## src/rtl/fsr_pkg.sv

```systemverilog
package fsr_pkg;
  // Flag vector layout, MSB to LSB: overflow, sign, zero, aux, parity, carry
  typedef struct packed {
    logic ovf;
    logic sgn;
    logic zro;
    logic aux;
    logic par;
    logic cry;
  } fsr_flags_t;

  localparam int FLAG_W = 6;
endpackage

```

## src/rtl/fsr_count_dec.sv

```systemverilog
module fsr_count_dec #(
  parameter int W     = 32,
  parameter int CNT_W = 8
) (
  input  logic [CNT_W-1:0]         count_in,
  input  logic                     wide_sel,
  output logic [$clog2(W)-1:0]     cnt_eff,
  output logic                     cnt_zero,
  output logic                     cnt_one,
  output logic                     cnt_over
);
  localparam int KEEP = $clog2(W);
  localparam int H    = W / 2;

  always_comb begin
    cnt_eff  = count_in[KEEP-1:0];
    cnt_zero = (cnt_eff == '0);
    cnt_one  = (cnt_eff == KEEP'(1));
    // only the narrow size can be exceeded by a masked count
    cnt_over = !wide_sel && ({1'b0, cnt_eff} > (KEEP+1)'(H));
  end
endmodule

```

## src/rtl/fsr_funnel.sv

```systemverilog
module fsr_funnel #(
  parameter int W = 32
) (
  input  logic [W-1:0]         dst_in,
  input  logic [W-1:0]         src_in,
  input  logic [$clog2(W)-1:0] cnt,
  input  logic                 wide_sel,
  output logic [W-1:0]         dst_m,
  output logic [W-1:0]         shifted,
  output logic                 bit_out
);
  localparam int H    = W / 2;
  localparam int KEEP = $clog2(W);

  // Shift the concatenated pair {hi,lo} right and keep the low word.
  function automatic logic [W-1:0] funnel_right(
    input logic [W-1:0] hi, input logic [W-1:0] lo,
    input logic [KEEP-1:0] n, input logic wide
  );
    logic [2*W-1:0] cat;
    logic [2*W-1:0] sh;
    cat = wide ? {hi, lo} : {{W{1'b0}}, hi[H-1:0], lo[H-1:0]};
    sh  = cat >> n;
    return wide ? sh[W-1:0] : {{H{1'b0}}, sh[H-1:0]};
  endfunction

  logic [W-1:0] out_sel;

  always_comb begin
    dst_m   = wide_sel ? dst_in : {{H{1'b0}}, dst_in[H-1:0]};
    shifted = funnel_right(src_in, dst_in, cnt, wide_sel);
    out_sel = dst_m >> (cnt - KEEP'(1));
    bit_out = out_sel[0];
  end
endmodule

```

## src/rtl/fsr_flag_gen.sv

```systemverilog
module fsr_flag_gen #(
  parameter int W = 32
) (
  input  logic [W-1:0]           res,
  input  logic [W-1:0]           dst_m,
  input  logic                   wide_sel,
  input  logic                   cnt_one,
  input  logic                   bit_out,
  input  fsr_pkg::fsr_flags_t    flags_in,
  output fsr_pkg::fsr_flags_t    flags_new
);
  localparam int H = W / 2;

  function automatic logic top_bit(input logic [W-1:0] v, input logic wide);
    return wide ? v[W-1] : v[H-1];
  endfunction

  logic res_msb;
  logic dst_msb;

  always_comb begin
    res_msb       = top_bit(res, wide_sel);
    dst_msb       = top_bit(dst_m, wide_sel);
    flags_new.cry = bit_out;
    flags_new.ovf = cnt_one ? (res_msb ^ dst_msb) : flags_in.ovf;
    flags_new.sgn = res_msb;
    flags_new.zro = (res == '0);
    flags_new.par = ~^res[7:0];
    flags_new.aux = flags_in.aux;
  end
endmodule

```

## src/rtl/fsr_unit.sv

```systemverilog
module fsr_unit #(
  parameter int W     = 32,
  parameter int CNT_W = 8
) (
  input  logic             clk,
  input  logic             rst,
  input  logic             in_valid,
  input  logic [W-1:0]     dst_in,
  input  logic [W-1:0]     src_in,
  input  logic [CNT_W-1:0] count_in,
  input  logic             wide_sel,
  input  logic [5:0]       flags_in,
  output logic [W-1:0]     res_out,
  output logic [5:0]       flags_out,
  output logic             flag_we,
  output logic             undef_out
);
  import fsr_pkg::*;
  localparam int KEEP = $clog2(W);
  localparam int H    = W / 2;

  logic [KEEP-1:0] cnt_eff;
  logic            cnt_zero;
  logic            cnt_one;
  logic            cnt_over;
  logic [W-1:0]    dst_m;
  logic [W-1:0]    shifted;
  logic            bit_out;
  fsr_flags_t      flags_new;
  logic            do_shift;

  fsr_count_dec #(.W(W), .CNT_W(CNT_W)) u_dec (
    .count_in (count_in),
    .wide_sel (wide_sel),
    .cnt_eff  (cnt_eff),
    .cnt_zero (cnt_zero),
    .cnt_one  (cnt_one),
    .cnt_over (cnt_over)
  );

  fsr_funnel #(.W(W)) u_funnel (
    .dst_in   (dst_in),
    .src_in   (src_in),
    .cnt      (cnt_eff),
    .wide_sel (wide_sel),
    .dst_m    (dst_m),
    .shifted  (shifted),
    .bit_out  (bit_out)
  );

  fsr_flag_gen #(.W(W)) u_flags (
    .res       (shifted),
    .dst_m     (dst_m),
    .wide_sel  (wide_sel),
    .cnt_one   (cnt_one),
    .bit_out   (bit_out),
    .flags_in  (fsr_flags_t'(flags_in)),
    .flags_new (flags_new)
  );

  assign do_shift = !cnt_zero && !cnt_over;

  always_ff @(posedge clk) begin
    if (rst) begin
      res_out   <= '0;
      flags_out <= '0;
      flag_we   <= 1'b0;
      undef_out <= 1'b0;
    end else begin
      flag_we   <= in_valid && do_shift;
      undef_out <= in_valid && cnt_over;
      if (in_valid) begin
        res_out   <= do_shift ? shifted : dst_m;
        flags_out <= do_shift ? 6'(flags_new) : flags_in;
      end
    end
  end

  // ---------------- assertions ----------------
  assert_reset_clears_R10: assert property (@(posedge clk)
    rst |=> (res_out == '0) && (flags_out == '0) && !flag_we && !undef_out);

  assert_zero_count_R3: assert property (@(posedge clk) disable iff (rst)
    (in_valid && count_in[KEEP-1:0] == '0) |=>
      !flag_we && !undef_out && (flags_out == $past(flags_in)));

  assert_undef_R8: assert property (@(posedge clk) disable iff (rst)
    (in_valid && !wide_sel && count_in[KEEP-1:0] > KEEP'(H)) |=>
      undef_out && !flag_we && (flags_out == $past(flags_in)));

  assert_pulse_excl_R9: assert property (@(posedge clk) disable iff (rst)
    !(flag_we && undef_out));

  assert_hold_R9: assert property (@(posedge clk) disable iff (rst)
    !in_valid |=> $stable(res_out) && $stable(flags_out) && !flag_we && !undef_out);

  assert_aux_pass_R7: assert property (@(posedge clk) disable iff (rst)
    in_valid |=> flags_out[2] == $past(flags_in[2]));

  assert_narrow_upper_R2: assert property (@(posedge clk) disable iff (rst)
    (in_valid && !wide_sel) |=> res_out[W-1:H] == '0);
endmodule

```

## config.mk

```make
export PLATFORM = sky130hd
export DESIGN_NAME = fsr_unit
export DESIGN_NICKNAME = d
export VERILOG_FILES = /design/src/rtl/fsr_pkg.sv /design/src/rtl/fsr_count_dec.sv /design/src/rtl/fsr_funnel.sv /design/src/rtl/fsr_flag_gen.sv /design/src/rtl/fsr_unit.sv
export SDC_FILE = /design/constraint.sdc
export NUM_CORES = 1
export LEC_CHECK = 0
export CAP_MARGIN = 20
export CORE_ASPECT_RATIO = 1.1
export CORE_UTILIZATION = 40
export CTS_CLUSTER_SIZE = 10
export DETAILED_ROUTE_END_ITERATION = 8
export PLACE_DENSITY = 0.73
export SYNTH_ARGS = -nofsm -noshare
export SYNTH_HDL_FRONTEND = slang
export SYNTH_HIERARCHICAL = 1
export SYNTH_SLANG_ARGS = --single-unit
export TNS_END_PERCENT = 100
```

## constraint.sdc

```tcl
create_clock -name clk -period 10.22 [get_ports clk]
set_clock_uncertainty 0.15 [all_clocks]
set_input_delay 2.044 -clock clk [delete_from_list [all_inputs] [get_ports clk]]
set_output_delay 2.044 -clock clk [all_outputs]
set_load 0.005 [all_outputs]
```

### After elaboration in Yosys (flattened, before gate mapping)

Cells that the tools add are included.

| word-level totals | value |
|---|---|
| input bits | 82 |
| register bits after elaboration | 40 |
| logic and storage cells | 28 |
| output and inout port bits | 40 |

| cells by class | value |
|---|---|
| $lt $le $gt $ge | 1 |
| bitwise operators | 1 |
| add/subtract/negate cells | 1 |
| equality and inequality tests | 1 |
| reduce and logical (&&, ||, !) cells | 10 |
| muxes and demuxes | 8 |
| shift operators | 2 |

Operators by type and width:

| operator | count |
|---|---|
| $mux W32 | 3 |
| $mux W64 | 1 |
| $shr A64 B5 Y32 | 1 |
| $logic_not A32 Y1 | 1 |
| $shr A32 B5 Y1 | 1 |
| $reduce_xnor A8 Y1 | 1 |
| $mux W6 | 1 |
| $eq A5 B1 Y1 const B | 1 |
| $gt A5 B5 Y1 const B | 1 |
| $logic_not A5 Y1 | 1 |
| $sub A5 B1 Y5 const B | 1 |
| $logic_and A1 B1 Y1 | 4 |
| $logic_not A1 Y1 | 3 |
| $mux W1 | 3 |
| $xor A1 B1 Y1 | 1 |

### Logic depth before layout (Yosys ltp)

Gate-level depths: netlist (run 1).

| logic depth | value |
|---|---|
| word-level depth | 7 |
| mapped depth | 17 |
| gate-level depth less buffers | 12 |

### Hierarchy

Netlist (run 1), hierarchy kept.

By module, submodules not included:

| module | cells each | times used | area an instance (um^2) | sequential area each (um^2) |
|---|---|---|---|---|
| fsr_funnel | 477 | 1 | 4385.5 | 0.0 |
| fsr_unit | 223 | 1 | 1963.1 | 800.8 |
| fsr_flag_gen | 33 | 1 | 254.0 | 0.0 |
| fsr_count_dec | 10 | 1 | 80.1 | 0.0 |

### Worst setup path after synthesis (run 1)

Ideal clock, no wire load.

| timing path | value |
|---|---|
| path kind | in2reg |
| start point | in count_in[0] |
| end point | reg flags_out[0] |
| path slack | 4.618 ns |
| required time | 9.979 ns |
| data arrival time | 5.361 ns |
| library setup time | 0.091 ns |
| stages | 16 |
| path buffers | 7 |
| cell sequence | buf_4 > buf_2 > buf_6 > inv_6 > clkbuf_1 > buf_2 > ha_1 > clkbuf_1 > mux4_2 > o22ai_1 > and3_1 > or4_1 > o22ai_1 > buf_4 > or3b_1 > a311oi_1 |

| on the way | value |
|---|---|
| elaborated cells between the ends (all ways) | 9 |
| those cells by class | add/sub (1); order compare (1); shift (1); mux (1); reduce/logical (5) |

RTL lines:

| element | line | RTL |
|---|---|---|
| from (decl) | fsr_unit.sv:10 | `input logic [CNT_W-1:0] count_in,` |
| $sub A5 B1 Y5 | fsr_funnel.sv:32 | `out_sel = dst_m >> (cnt - KEEP'(1));` |
| $shr A32 B5 Y1 | fsr_funnel.sv:32 |  |
| named net bit_out | fsr_unit.sv:28 | `logic bit_out;` |
| $mux W6 | fsr_unit.sv:74 | `flags_out <= do_shift ? 6'(flags_new) : flags_in;` |
| to (signal assigned) | fsr_unit.sv:74 |  |
| to (decl) | fsr_unit.sv:14 | `output logic [5:0] flags_out,` |

The timed path passes the listed nets, and every way through them passes these cells.
A chain may end at the register's enable or synchronous reset.

==> results of run 1 <==
-- worst max-delay path: stages --
cell and delay, ns:
buf_2 0.48, buf_4 0.58, mux4_1 0.70, mux4_2 0.56
mux4_2 0.51, inv_1 0.08, ha_1 0.23, xnor2_1 0.18
xnor2_1 0.15, or3b_1 0.36, a311oi_1 0.25
-- metrics by stage --
stage                     std cells   util  power, uW  worst slack (ns)  area, sq um
after detailed placement        966  0.461        550              3.87         7550
final                           974  0.470        714              4.11         7700
after floorplan                 743      -        431              4.62         6680
after global routing            974  0.470        749              3.90         7700
after global placement          966  0.461        546              3.96         7550
after CTS                       974  0.470        709              4.17         7700
-- metal layers --
metal,vias up,GRT usage
met5,-,0
met3,67,0.0419
met1,3187,0.318
li1,2954,-
met2,366,0.422
met4,0,0.136
-- cells by family (layout without fill, tap and decap cells) --
logic type,Yosys count,after routing,share of synthesized area
fa+ha+maj,5,5,0.00936
compound gates,205,205,0.210
buf+inv,123,150,0.103
flops,40,40,0.120
xor+xnor,6,6,0.00786
simple gates,216,216,0.179
mux,148,148,0.371
-- flip-flops by register name (all words and copies together), names as in the netlist --
| register | cells |
|---|---|
| flag_we | 1 |
| flags_out | 6 |
| res_out | 32 |
| undef_out | 1 |
-- power by group --
group | switching [uW] | internal (uW) | total [uW]
logic | 195 | 186 | 381
clock network | 61.7 | 96.1 | 158
registers | 6.47 | 169 | 175
total | 263 | 451 | 714
-- placed cells by master, fill, tap and decap left out, drive strengths merged, types with 6 or more instances in the layout --
cell type,count
a311oi,38
a21o,8
a21oi,25
inv,14
mux2i,37
nor2,64
nor2b,7
and2,23
nand2b,6
clkdlybuf4s50,112
mux4,75
nor4,6
buf,15
a211oi,7
or3b,39
nand2,43
xnor2,6
clkbuf,6
dfxtp,40
nand3,10
o21ai,60
o211ai,6
o22ai,14
mux2,36
-- final timing paths --
path	startpoint	end	slack (ns)	cells after the start
max	wide_sel	flags_out[1]	4.11	11
min	res_out[31]	res_out[31]	0.33	2
max reg2reg	res_out[13]	res_out[13]	9.31	2
min reg2reg	res_out[31]	res_out[31]	0.33	2
-- layout make-up --
class	count	area (sq um)
fill	1593	8670
inverter	15	66.3
timing repair buffer	127	1220
clock buffer	6	139
sequential	40	801
multi-input combinational	580	5210
clock inverter	2	10.0
tap	204	255
==> impl_results.md, run 1 <==
- Max layer used: met4
- Hold_ws: 0.328 ns
- Crit path arrival time: 6.15 ns
- Largest net degree at the start of global routing: 79
- Post-Synthesis Cells: 743
- Layout area overhead: 15.2%
- Pleak: 0.00268 uW
- FMAX: 0.164 GHz
- Number of global-route vias before repair: 6231
- Initial antenna violation count: 0
- Core area: 16400 sq um
- Net Count, Synth: 830
- Setup bufs post-CTS: 0
- PortBufs: 117
- Met2 wire len: 10.4 mm
- CTS Sinks: 40
- Slew Viols, Final: 0
- Nets: 856
- Count of cell types in the netlist: 72
- Biggest area consumer among synthesized cells: mux4_2
- Hold_buf cts: 0
- Final Hold Fails: 0
- Placer Congestion: 1.01
- WL per Instance: 22.6 microns
- DR vias/cell: 6.75
- Die area: 17200 sq um
- Reg clk slew, reported paths: 0.05 ns
- Yosys top cell area share: 0.243
- Die width: 125 microns
- Synthesized area per cell: 8.99 sq um
- Number of synthesis warnings: 6
- Root Buffer Master: clkbuf_16
- Final min period: 6.11 ns
- Num ports: 122
- Skew-Pair Late Insertion Delay: 0.28 ns
- Number of DRC markers in iteration 0: 718
- Failing checks: design-rule violations
- First-pass GRT wire length: 34.2 mm
- Final setup fails: 0
- Final ANT Viol Nets: 0
- Die Y: 138 microns
- Final wirelength: 22.0 mm
- DRC: 6
- Resized Gates After CTS: 0
- ANT cells: 0
- Share of flip-flops with an asynchronous set or reset: 0
- CP Max Fanout: 41
- First-pass iteration count of the detailed router: 9
- Worst Tran Pin Value: 0.965 ns
- Leading post-synthesis cells by cell area: mux4_2 24%, dfxtp_1 12%, mux2i_1 5.5%
- CTS Buffer Depth: 2
- Num rows: 49
- Setup tns final: 0 ns
- Gr usage total: 0.254
- Maximum vdd drop: 0.0000593 V
- Setup CP Type: in -> reg
- Part of the Yosys area used for sequential elements: 0.120
- CTS buffer count: 5
- Hold Path Class: reg -> reg
- Seq cells post-synth: 40
- Rel. slew slack: 0.353
- Grt total ovfl: 0
- EDFF count, synth: 0
- Worst setup EP type: flop
- Metal-1 WL: 8.62 mm
- Status: finished with violations
- Effective utilization at floorplan: 0.408
- Wire length on met3: 1.90 mm
- Fin crit share: 0.598
- Vias after detailed routing: 6574
- # H-tree levels: 2
- RSZ-0062 raised after global routing: no
- Commonest cells in the netlist: 72 x mux4_2, 64 x nor2_1, 43 x nand2_1
- CP required: 10.26 ns
- Share of cells above drive strength 1: 0.161
- Startpoint types: primary input
- Pwr Density: 92.7 nW/um^2
- MaxCap Viol Count: 0
- Post-DP HPWL: 16.3 mm
- Synth Cell Area: 6680 sq um
- Top FF cell, synth: dfxtp_1
- CTS tree: yes
- Most common cell in the netlist: mux4_2
Note: power is estimated with default switching activity, not from simulation.
==> inputs of run 2 (changes only) <==
==> constraint.sdc (replaced) <==
create_clock -name clk -period 5.8 [get_ports clk]
set_clock_uncertainty 0.15 [all_clocks]
set_input_delay 1.16 -clock clk [delete_from_list [all_inputs] [get_ports clk]]
set_output_delay 1.16 -clock clk [all_outputs]
set_load 0.005 [all_outputs]
==> run 2 against run 1 <==
The flow still finishes with violations (design-rule violations). Hold slack gained 0.0013 ns. Die area is the same. Combinational power increased by 78%. Non-clock buffer count rose by 5. Global-route usage rose by 1.0 points. Core utilization increased by 0.47 points. Cell area up 1.0%. Clock power is 100% higher. Critical endpoint is now flags_out[3]. Highest routed layer unchanged.
==> impl_results.md, run 2 (synthesis results as in run 1) <==
- Status: finished with violations
- Failing checks: design-rule violations
- # H-tree levels: 2
- Reg2Reg Depth: 2
- CTS Buffer Depth: 2
- Setup tns final: 0 ns
- Vias after detailed routing: 6571
- DR vias/cell: 6.71
- Hold Path Class: reg -> reg
- FMAX: 0.206 GHz
- CTS tree: yes
- Commonest non-fill, non-tap cells in the layout: 112 x clkdlybuf4s50_1, 72 x mux4_2, 64 x nor2_1
- Die width: 125 microns
- Fin crit share: 0.836
- Top reg by flops: res_out
- Pint: 832 uW
- Placed cell count: 971
- MaxCap Viol Count: 0
- Switching Power: 474 uW
- PortBufs: 117
- Layout area overhead: 16.4%
- Num rows: 49
- DRC: 6
- Slowest cell delay on critical path: 0.67 ns
- Rel. slew slack: 0.369
- Root Buffer Master: clkbuf_16
- Startpoint types: primary input
- Final min period: 4.85 ns
- Setup bufs post-CTS: 0
- Core area: 16400 sq um
- Worst-path cell chain: buf_4 -> buf_4 -> mux4_2 -> mux2i_1 -> o221ai_1 -> and3_1 -> nor4_1 -> nand3_1 -> nor2_1 -> or3b_1 -> a311oi_1
- Most common cell after layout, fill and taps aside: clkdlybuf4s50_1
- Maximum vdd drop: 0.000108 V
- WL per Instance: 23.2 microns
- Crit path arrival time: 4.90 ns
- Largest net degree at the start of global routing: 79
- Initial antenna violation count: 0
- Nets: 861
- Slowest cell on the critical path: buf_4
- Die area: 17200 sq um
- Post-DP HPWL: 16.7 mm
- Final wirelength: 22.7 mm
- Die Y: 138 microns
- Hold_buf cts: 0
- CTS buffer count: 5
- Cell count of the worst hold path: 2
- Fillers: 1563
- CP top delay family: simple AND/OR/NAND/NOR gates
- Final ANT Viol Nets: 0
- Sequential power share: 0.237
- Worst path depth: 11
- Skew-Pair Late Insertion Delay: 0.29 ns
- CP Max Fanout: 53
- Net Sw Frac: 0.363
- Placer Congestion: 0.976
- Max reg flops: 32
- Setup CP Type: in -> reg
- Grt total ovfl: 0
- Biggest regs: res_out: 32 flops, flags_out: 6 flops
- Number of DRC markers in iteration 0: 590
- Gr usage total: 0.264
- Resized Gates After CTS: 0
- Effective utilization at floorplan: 0.408
- First-pass iteration count of the detailed router: 7
- Slew Viols, Final: 0
- CP required: 5.85 ns
- Power share of the combinational group: 0.521
- Worst Tran Pin Value: 0.942 ns
- Pwr Density: 168 nW/um^2
- Worst setup EP type: flop
- Share of cells above drive strength 1: 0.165
- ANT cells: 0
- Reg clk slew, reported paths: 0.06 ns
- Final setup fails: 0
- Final Hold Fails: 0
- Part of the power in the clock network: 0.242
- CTS Sinks: 40
- RSZ-0062 raised after global routing: no
- Number of global-route vias before repair: 6263
- Pleak: 0.00272 uW
- CP bufs+invs: 2
- Cell mode on critical path: buf_4
- First-pass GRT wire length: 35.4 mm
- Num ports: 122
- Post-Layout Cell Count: 979
==> run 2: cell count changes in the layout (fill, tap and decap cells not counted), sizes merged <==
cell,before,now
clkinv,3,2
bufinv,0,1
buf,15,20
==> run 2: power groups by stage <==
stage | combinational [uW] | sequential (uW) | clock [uW]
after floorplan | 443 | 316 | 0
after global placement | 659 | 314 | 0
after detailed placement | 664 | 315 | 0
after CTS | 667 | 309 | 319
after global routing | 723 | 311 | 333
final | 680 | 309 | 316
==> run 2: worst paths after layout <==
check,end,slack [ns],from
worst max register to register,res_out[28],4.85,res_out[28]
worst min register to register,flags_out[0],0.33,flags_out[0]
worst min-delay path,flags_out[0],0.33,flags_out[0]
worst max-delay path,flags_out[3],0.95,count_in[0]
==> run 2: per-layer routing <==
layer / routed length, microns / GRT usage / share of wire / up-vias
met5: 0 / 0 / 0 / -
met4: 990 / 0.136 / 0.044 / 0
met1: 8920 / 0.331 / 0.39 / 3189
met3: 1920 / 0.0497 / 0.085 / 72
li1: - / - / - / 2962
met2: 10900 / 0.437 / 0.48 / 348
==> run 2: worst reg2reg max path: stages, from the launching register on <==
cell and delay, ns:
dfxtp_1 0.35, nor2_1 0.05, a311oi_1 0.30
==> run 2: cell type report <==
type	count	area [sq um]	share of cell area
well taps	204	255	0.0328
multi-input cells	580	5210	0.669
repair buffers	132	1290	0.165
clock buffers	6	129	0.0166
inverters	15	66.3	0.00853
flip-flops and latches	40	801	0.103
clock inverters	2	35.0	0.00450
==> run 2: metrics by stage <==
stage / power, uW / utilization / cell area (sq um) / hold WS, ns / setup WS (ns)
6_report: 1310 / 0.475 / 7780 / 0.329 / 0.953
5_1_grt: 1370 / 0.475 / 7780 / 0.354 / 0.764
4_1_cts: 1290 / 0.475 / 7780 / 0.334 / 1.04
3_5_place_dp: 979 / 0.465 / 7610 / 0.326 / 0.746
3_3_place_gp: 973 / 0.465 / 7610 / 0.322 / 0.747
2_1_floorplan: 759 / - / 6680 / 0.326 / 1.08
==> inputs of run 3 (changes only) <==
==> constraint.sdc (replaced) <==
create_clock -name clk -period 4.9 [get_ports clk]
set_clock_uncertainty 0.15 [all_clocks]
set_input_delay 0.98 -clock clk [delete_from_list [all_inputs] [get_ports clk]]
set_output_delay 0.98 -clock clk [all_outputs]
set_load 0.005 [all_outputs]
==> run 3 against run 2 <==
Largest cell class unchanged. Die area did not move. Highest routed layer unchanged. Power is 20% higher. Combinational power rose by 22%. Final cell count is 3.6% higher. The run still ends with design-rule violations left. Sequential share of layout area down 0.36 points. First-iteration DRC count is 23% higher.
==> impl_results.md, run 3 (synthesis results as in run 1) <==
- Setup tns final: 0 ns
- Die area: 17200 sq um
- Fillers: 1517
- Number of global-route vias before repair: 6345
- Num ports: 122
- CP Max Fanout: 24
- Max reg flops: 32
- Final setup fails: 0
- CTS buffer count: 5
- ANT cells: 0
- Worst Tran Pin Value: 0.823 ns
- Top reg by flops: res_out
- Total power: 1570 uW
- Placed cell count: 1006
- Placer Congestion: 0.997
- CP required: 4.93 ns
- Core area: 16400 sq um
- Setup bufs post-CTS: 0
- First-pass GRT wire length: 35.6 mm
- Effective utilization at floorplan: 0.408
- RSZ-0062 raised after global routing: no
- WL per Instance: 22.4 microns
- Pleak: 0.00289 uW
- Root Buffer Master: clkbuf_16
- Slew Viols, Final: 0
- Worst setup EP type: flop
- PortBufs: 117
- Number of DRC markers in iteration 0: 727
- Maximum vdd drop: 0.000124 V
- Share of cells above drive strength 1: 0.202
- Largest net degree at the start of global routing: 78
- FMAX: 0.220 GHz
- Setup CP Type: in -> reg
- # H-tree levels: 2
- Final wirelength: 22.7 mm
- Num rows: 49
- Failing checks: design-rule violations
- Hold_buf cts: 0
- Most common cell after layout, fill and taps aside: clkdlybuf4s50_1
- Layout area overhead: 20.6%
- Biggest regs: res_out: 32 flops, flags_out: 6 flops
- Final min period: 4.55 ns
- Slowest cell delay on critical path: 0.53 ns
- Die width: 125 microns
- Fin crit share: 0.928
- CTS tree: yes
- Hold Path Class: reg -> reg
- Skew-Pair Late Insertion Delay: 0.28 ns
- Worst-path cell chain: buf_2 -> buf_4 -> buf_4 -> mux2i_1 -> a21oi_1 -> mux4_2 -> mux4_2 -> inv_1 -> ha_1 -> xnor2_1 -> xnor2_1 -> or3b_1 -> a311oi_1
- DR vias/cell: 6.57
- Gr usage total: 0.265
- Resized Gates After CTS: 0
- Final Hold Fails: 0
- Initial antenna violation count: 0
- Commonest non-fill, non-tap cells in the layout: 112 x clkdlybuf4s50_1, 72 x mux4_2, 64 x nor2_1
- Status: finished with violations
- Post-route cell area: 8060 sq um
- Startpoint types: primary input
- Pwr Density: 195 nW/um^2
- Reg clk slew, reported paths: 0.06 ns
- MaxCap Viol Count: 0
- DRC: 6
- Post-Layout Cell Count: 1014
- Grt total ovfl: 0
- Nets: 896
- First-pass iteration count of the detailed router: 7
- CTS Sinks: 40
- Rel. slew slack: 0.450
- CTS Buffer Depth: 2
- Slowest cell on the critical path: mux4_2
- Vias after detailed routing: 6658
- Post-DP HPWL: 17.6 mm
- Final ANT Viol Nets: 0
- Placed inst area: 7890 sq um
- Die Y: 138 microns
- Crit path arrival time: 4.58 ns
-- run 3: cell count changes in the layout (fill, tap and decap cells not counted), sizes merged --
cell	change
buf	+35
clkbuf	-1
clkinvlp	+1
-- run 3: where the power goes --
part / internal (uW) / total [uW] / leakage [uW] / switching, uW
combinational: 418 / 831 / 0.00248 / 413
sequential: 352 / 366 / 0.000331 / 13.6
clock: 239 / 372 / 0.0000798 / 133
-- run 3: stage by stage --
step	utilization	hold slack, ns	setup slack [ns]
after floorplan	-	0.326	0.362
after global placement	0.482	0.322	0.149
after detailed placement	0.482	0.329	0.0958
after CTS	0.492	0.336	0.381
after global routing	0.492	0.359	0.171
final	0.492	0.332	0.354
-- run 3: final timing paths --
kind | from | end | slack (ns) | cells after the start
hold reg to reg | res_out[9] | res_out[9] | 0.33 | 2
setup / recovery | wide_sel | flags_out[1] | 0.35 | 13
setup reg to reg | res_out[21] | res_out[21] | 3.98 | 2
hold / removal | res_out[9] | res_out[9] | 0.33 | 2
-- run 3: layout make-up --
type	instances	area, sq um	area share
Tap cell	204	255	0.0317
Clock buffer	5	125	0.0155
Sequential cell	40	801	0.0994
Timing Repair Buffer	167	1560	0.194
Inverter	15	66.3	0.00823
Clock inverter	3	42.5	0.00528
Multi-Input combinational cell	580	5210	0.646
-- run 3: worst max-delay path: cells and delay by family --
kind,cells,cell delay [ns]
compound gates,2,0.33
xor+xnor,2,0.32
fa+ha+maj,1,0.23
buf+inv,4,1.05
mux,3,1.30
simple gates,1,0.36
-- run 3: routing by layer --
metal | up-vias | share of wire | global-route usage
li1 | 3033 | - | -
met1 | 3180 | 0.40 | 0.338
met2 | 377 | 0.48 | 0.446
met3 | 68 | 0.074 | 0.0260
met4 | 0 | 0.046 | 0.145
met5 | - | 0 | 0
